--- src/rtl/blkcopy_pkg.sv ---
package blkcopy_pkg;
    typedef enum logic [1:0] {
        ST_IDLE   = 2'd0,
        ST_READ   = 2'd1,
        ST_WRITE  = 2'd2,
        ST_FINISH = 2'd3
    } copy_state_t;
endpackage

--- src/rtl/blkcopy_ptr.sv ---
module blkcopy_ptr #(
    parameter int MEM_DEPTH = 64,
    parameter int ADDR_W    = $clog2(MEM_DEPTH)
) (
    input  logic              clk,
    input  logic              rst_n,
    input  logic              load,
    input  logic [ADDR_W-1:0] load_val,
    input  logic              step,
    output logic [ADDR_W-1:0] ptr
);
    localparam logic [ADDR_W-1:0] LAST = ADDR_W'(MEM_DEPTH - 1);

    logic [ADDR_W-1:0] ptr_inc;

    // modulo-depth increment, valid for any depth
    always_comb begin
        if (ptr == LAST) ptr_inc = '0;
        else             ptr_inc = ptr + 1'b1;
    end

    always_ff @(posedge clk) begin
        if (!rst_n)     ptr <= '0;
        else if (load)  ptr <= load_val;
        else if (step)  ptr <= ptr_inc;
    end

    // the pointer never leaves the memory range
    a_r9_ptr_in_range: assert property (@(posedge clk) disable iff (!rst_n)
        ptr <= LAST);
    // a step from the top address lands on zero
    a_r9_wrap_to_zero: assert property (@(posedge clk) disable iff (!rst_n)
        (step && !load && ptr == LAST) |=> ptr == '0);
endmodule

--- src/rtl/blkcopy_fsm.sv ---
module blkcopy_fsm
    import blkcopy_pkg::*;
#(
    parameter int CNT_W = 6
) (
    input  logic             clk,
    input  logic             rst_n,
    input  logic             start,
    input  logic [CNT_W-1:0] count,
    output logic             load,
    output logic             rd_en,
    output logic             wr_en,
    output logic             done,
    output logic             busy
);
    copy_state_t      state, state_nxt;
    logic [CNT_W-1:0] remaining;

    // state register
    always_ff @(posedge clk) begin
        if (!rst_n) state <= ST_IDLE;
        else        state <= state_nxt;
    end

    // words still to copy
    always_ff @(posedge clk) begin
        if (!rst_n)     remaining <= '0;
        else if (load)  remaining <= count;
        else if (wr_en) remaining <= remaining - 1'b1;
    end

    always_comb begin
        state_nxt = state;
        unique case (state)
            ST_IDLE:   if (start) state_nxt = (count == '0) ? ST_FINISH : ST_READ;
            ST_READ:   state_nxt = ST_WRITE;
            ST_WRITE:  state_nxt = (remaining == CNT_W'(1)) ? ST_FINISH : ST_READ;
            ST_FINISH: state_nxt = ST_IDLE;
        endcase
    end

    // outputs
    always_comb begin
        load  = 1'b0;
        rd_en = 1'b0;
        wr_en = 1'b0;
        done  = 1'b0;
        busy  = 1'b1;
        unique case (state)
            ST_IDLE:   begin busy = 1'b0; load = start; end
            ST_READ:   rd_en = 1'b1;
            ST_WRITE:  wr_en = 1'b1;
            ST_FINISH: done  = 1'b1;
        endcase
    end

    // a transfer phase never runs with an empty count
    a_r8_count_live: assert property (@(posedge clk) disable iff (!rst_n)
        (state == ST_READ || state == ST_WRITE) |-> remaining != '0);
    // done is a single-cycle pulse followed by idle
    a_r10_done_single: assert property (@(posedge clk) disable iff (!rst_n)
        done |=> (!done && !busy));
    // a zero count goes straight to the done cycle
    a_r5_zero_count: assert property (@(posedge clk) disable iff (!rst_n)
        (load && count == '0) |=> done);
endmodule

--- src/rtl/blkcopy_engine.sv ---
module blkcopy_engine #(
    parameter int MEM_DEPTH = 64,
    parameter int DATA_W    = 16,
    parameter int CNT_W     = 6,
    localparam int ADDR_W   = $clog2(MEM_DEPTH)
) (
    input  logic              clk,
    input  logic              rst_n,
    input  logic              start,
    input  logic [CNT_W-1:0]  start_count,
    input  logic [ADDR_W-1:0] start_src,
    input  logic [ADDR_W-1:0] start_dst,
    output logic              busy,
    output logic              done,
    output logic [ADDR_W-1:0] dst_ptr,
    output logic              mem_rd_en,
    output logic              mem_wr_en,
    output logic [ADDR_W-1:0] mem_addr,
    output logic [DATA_W-1:0] mem_wr_data,
    input  logic [DATA_W-1:0] mem_rd_data
);
    logic              load;
    logic [ADDR_W-1:0] src_ptr;

    blkcopy_fsm #(.CNT_W(CNT_W)) u_fsm (
        .clk   (clk),
        .rst_n (rst_n),
        .start (start),
        .count (start_count),
        .load  (load),
        .rd_en (mem_rd_en),
        .wr_en (mem_wr_en),
        .done  (done),
        .busy  (busy)
    );

    // source walks after each read, destination after each write
    blkcopy_ptr #(.MEM_DEPTH(MEM_DEPTH), .ADDR_W(ADDR_W)) u_src (
        .clk      (clk),
        .rst_n    (rst_n),
        .load     (load),
        .load_val (start_src),
        .step     (mem_rd_en),
        .ptr      (src_ptr)
    );

    blkcopy_ptr #(.MEM_DEPTH(MEM_DEPTH), .ADDR_W(ADDR_W)) u_dst (
        .clk      (clk),
        .rst_n    (rst_n),
        .load     (load),
        .load_val (start_dst),
        .step     (mem_wr_en),
        .ptr      (dst_ptr)
    );

    assign mem_addr    = mem_wr_en ? dst_ptr : src_ptr;
    assign mem_wr_data = mem_rd_data;

    // single port, one access kind per cycle
    a_r8_one_access: assert property (@(posedge clk) disable iff (!rst_n)
        !(mem_rd_en && mem_wr_en));
    // every write is fed by the read of the previous cycle
    a_r8_write_after_read: assert property (@(posedge clk) disable iff (!rst_n)
        mem_wr_en |-> $past(mem_rd_en));
    // the destination pointer holds while idle
    a_r4_ptr_hold: assert property (@(posedge clk) disable iff (!rst_n)
        (!busy && !start) |=> $stable(dst_ptr));
    // an accepted start raises busy on the next cycle
    a_r6_busy_after_start: assert property (@(posedge clk) disable iff (!rst_n)
        (start && !busy) |=> busy);
    // a start while busy never reloads the destination pointer
    a_r7_start_ignored: assert property (@(posedge clk) disable iff (!rst_n)
        (start && busy && !mem_wr_en) |=> $stable(dst_ptr));
endmodule

--- config.mk ---
export PLATFORM = sky130hd
export DESIGN_NAME = blkcopy_engine
export DESIGN_NICKNAME = d
export VERILOG_FILES = /design/src/rtl/blkcopy_pkg.sv /design/src/rtl/blkcopy_ptr.sv /design/src/rtl/blkcopy_fsm.sv /design/src/rtl/blkcopy_engine.sv
export SDC_FILE = /design/constraint.sdc
export NUM_CORES = 1
export LEC_CHECK = 0
export ABC_AREA = 1
export BUFFER_PORTS_ARGS = -buffer_cell sky130_fd_sc_hd__buf_2
export CELL_PAD_IN_SITES_DETAIL_PLACEMENT = 1
export CELL_PAD_IN_SITES_GLOBAL_PLACEMENT = 2
export CORE_UTILIZATION = 25
export CTS_CLUSTER_SIZE = 30
export DETAILED_ROUTE_END_ITERATION = 10
export HOLD_SLACK_MARGIN = 0.06
export PLACE_DENSITY_LB_ADDON = 0.1
export SYNTH_ARGS = -nofsm -noshare
export SYNTH_HDL_FRONTEND = slang
export SYNTH_SLANG_ARGS = --single-unit
--- constraint.sdc ---
create_clock -name clk -period 2.1 [get_ports clk]
set_clock_uncertainty 0.05 [all_clocks]
set_input_delay 0.21 -clock clk [delete_from_list [all_inputs] [get_ports clk]]
set_output_delay 0.21 -clock clk [all_outputs]
set_load 0.02 [all_outputs]
==> impl_metrics.toml <==
[run_status]
outcome = "finished, final reports clean"

[grt]
antenna_found_initial = 0
grt.total_usage_pct = 14.9
grt_pass1_wl_um = 7160
grt_max_degree = 19
grt_pass1_vias = 1464
grt_overflow = 0

[floorplan]
die_area_um2 = 6300
fp.dieH_um = 79.4
start_util_pct = 26.5
core_area_um2 = 5640
die_w_um = 79.4
io-pin-count = 69
fp-row-count = 27

[clocking]
tritoncts = "built"
cts_resized = 0
cts.sinks = 20
post_cts_buffers = 0
cts_max_level = 1
numCtsBuffers = 3
cts.clk_slew.worst_paths_ns = 0.09
cts_max_path_buffers = 2
hold_buffers = 0
clock_latency_ns = 0.27
root_buffer = "clkbuf_8"

[cells_and_area]
nNetsFinal = 294
n_antenna_cell = 0
syn_to_final_growth_pct = 11.5
postLayoutCoreUtil_pct = 29.6
fin_area_um2 = 1670
final_layout_size_suffix_gt1_share_pct = 24.6

[route]
drtIter0Drc = 30
vias = 1433
ant_nets = 0
via_per_inst = 4.42
routed_wl_um = 4310
drc = 0
wire_per_inst_um = 13.3
drt_pass1_iterations = 4

[worst_setup_path]
critPathLaunch = "u_fsm.state[1]"
r2r_end = "u_fsm.remaining[2]"
cp-end-kind = "primary output"
reg2regPathDepth = 7
cp-start-kind = "register"
cp_max_fo = 16
cp.required_ns = 1.84
r2r_start = "u_fsm.state[1]"
crit_end = "mem_addr[2]"
crit_arrival_ns = 1.56
worstSetupPathType = "register to primary output"
rrSetupSlack_ns = 0.60

[flow_run]
maxCapViolations = 0

[placement]
hpwlAfterDp_um = 3340
gp_congestion = 0.734
port_buffers = 36
dp_slack_ns = 0.566
place_area_um2 = 1620

[synth]
avgSynthCellArea_um2 = 6.48
syn_inst = 231
synth.distinct_cells = 30
syn-num-nets = 272
yosysWarnings = 0
netlist_area_um2 = 1500
ys_ff_latch = 20
ys_seq_area_share_pct = 26.7

[timing]
hold_violations = 0
period_share_pct = 86.7
setup_viol = 0
worst_pin_slew_ns = 0.427
setup_tns_ns = 0
setup_slack_ns = 0.279
rsz0062_at_grt = "false"
maxSlewViolCount = 0
max_freq_mhz = 549
min_period_ns = 1.82
relSlewSlack_pct = 71.2

[hold_path]
hold_path.class = "input pin to register"

[power]
powerDensity_nw_per_um2 = 627
leakage_nw = 0.827
peakVddDrop_mv = 0.213
[worst min path at each step]
stage | depth (start not counted) | slack, ns | startpoint | endpoint
3_5_place_dp | 0 | 0.37 | mem_rd_data[14] | mem_wr_data[14]
3_3_place_gp | 0 | 0.37 | mem_rd_data[14] | mem_wr_data[14]
4_1_cts | 3 | 0.16 | start_dst[1] | u_dst.ptr[1]
5_1_grt | 3 | 0.17 | start_dst[1] | u_dst.ptr[1]
2_1_floorplan | 2 | 0.26 | rst_n | u_dst.ptr[2]
6_report | 3 | 0.16 | start_dst[1] | u_dst.ptr[1]
[report_power, final]
| part | switching [mW] | total [mW] | internal, mW |
|---|---|---|---|
| registers | 0.0430 | 0.453 | 0.410 |
| logic | 0.173 | 0.275 | 0.102 |
| clock network | 0.152 | 0.319 | 0.167 |
[sequential cells by signal (all words and copies together), names as in the netlist]
| name | cells |
|---|---|
| u_dst.ptr | 6 |
| u_fsm.state | 2 |
| u_src.ptr | 6 |
| u_fsm.remaining | 6 |
[cell usage after synthesis (all sizes together)]
cell type | count | area (µm²)
clkbuf | 1 | 3.75
nor2 | 22 | 104
a21oi | 14 | 73.8
or2 | 1 | 6.26
ha | 4 | 50.1
xnor2 | 1 | 8.76
a31oi | 5 | 31.3
o21ai | 19 | 114
nand3 | 17 | 85.1
o211ai | 1 | 12.5
buf | 19 | 156
o21a | 1 | 7.51
nand4 | 3 | 18.8
nor3 | 2 | 10.0
inv | 32 | 120
dfxtp | 20 | 400
nand2 | 67 | 284
o21bai | 1 | 7.51
clkinv | 1 | 3.75
[final cells by class]
class / count / area [µm²]
inverters: 33 / 124
fillers: 727 / 3970
repair buffers: 37 / 188
multi-input cells: 158 / 813
well taps: 72 / 90.1
clock buffers: 4 / 55.1
flip-flops and latches: 20 / 400
[placed cells by master (no fill, tap or decap), types with 5 or more instances in the layout]
cell type	instances
inv_2	5
nand2_1	60
nand3_1	17
nor2_1	19
buf_2	36
inv_1	27
dfxtp_1	20
a31oi_1	5
o21ai_0	16
a21oi_1	13
[per-layer routing]
layer	share of wire (%)	track usage, %
met1	50	18.9
met2	47	25.7
met3	2.4	2.74
met4	0.58	3.64
met5	0	0
[metrics by stage]
step | total power [mW] | hold WS [ns] | instances
2_1_floorplan | 0.694 | 0.258 | 231
3_3_place_gp | 0.746 | 0.370 | 320
3_5_place_dp | 0.743 | 0.370 | 320
4_1_cts | 1.07 | 0.155 | 324
5_1_grt | 1.12 | 0.168 | 324
6_report | 1.05 | 0.160 | 324
[critical path, cell delays in order, from the launching register on]
cell and delay, ns:
dfxtp_1 0.57, nand2_4 0.19, inv_2 0.21, nand2_1 0.09, nand2_1 0.07, buf_2 0.16
[cells by family (layout without fill, tap and decap cells)]
family / Yosys count / after routing / synth area share [%]
and+or+nand+nor: 112 / 112 / 33.9
AOI/OAI and AO/OA: 41 / 41 / 16.5
buffers and inverters: 53 / 74 / 19.0
xor gates and xnor gates: 1 / 1 / 0.585
adders and majority gates: 4 / 4 / 3.34
DFF: 20 / 20 / 26.7
Note: power is estimated with default switching activity, not from simulation.
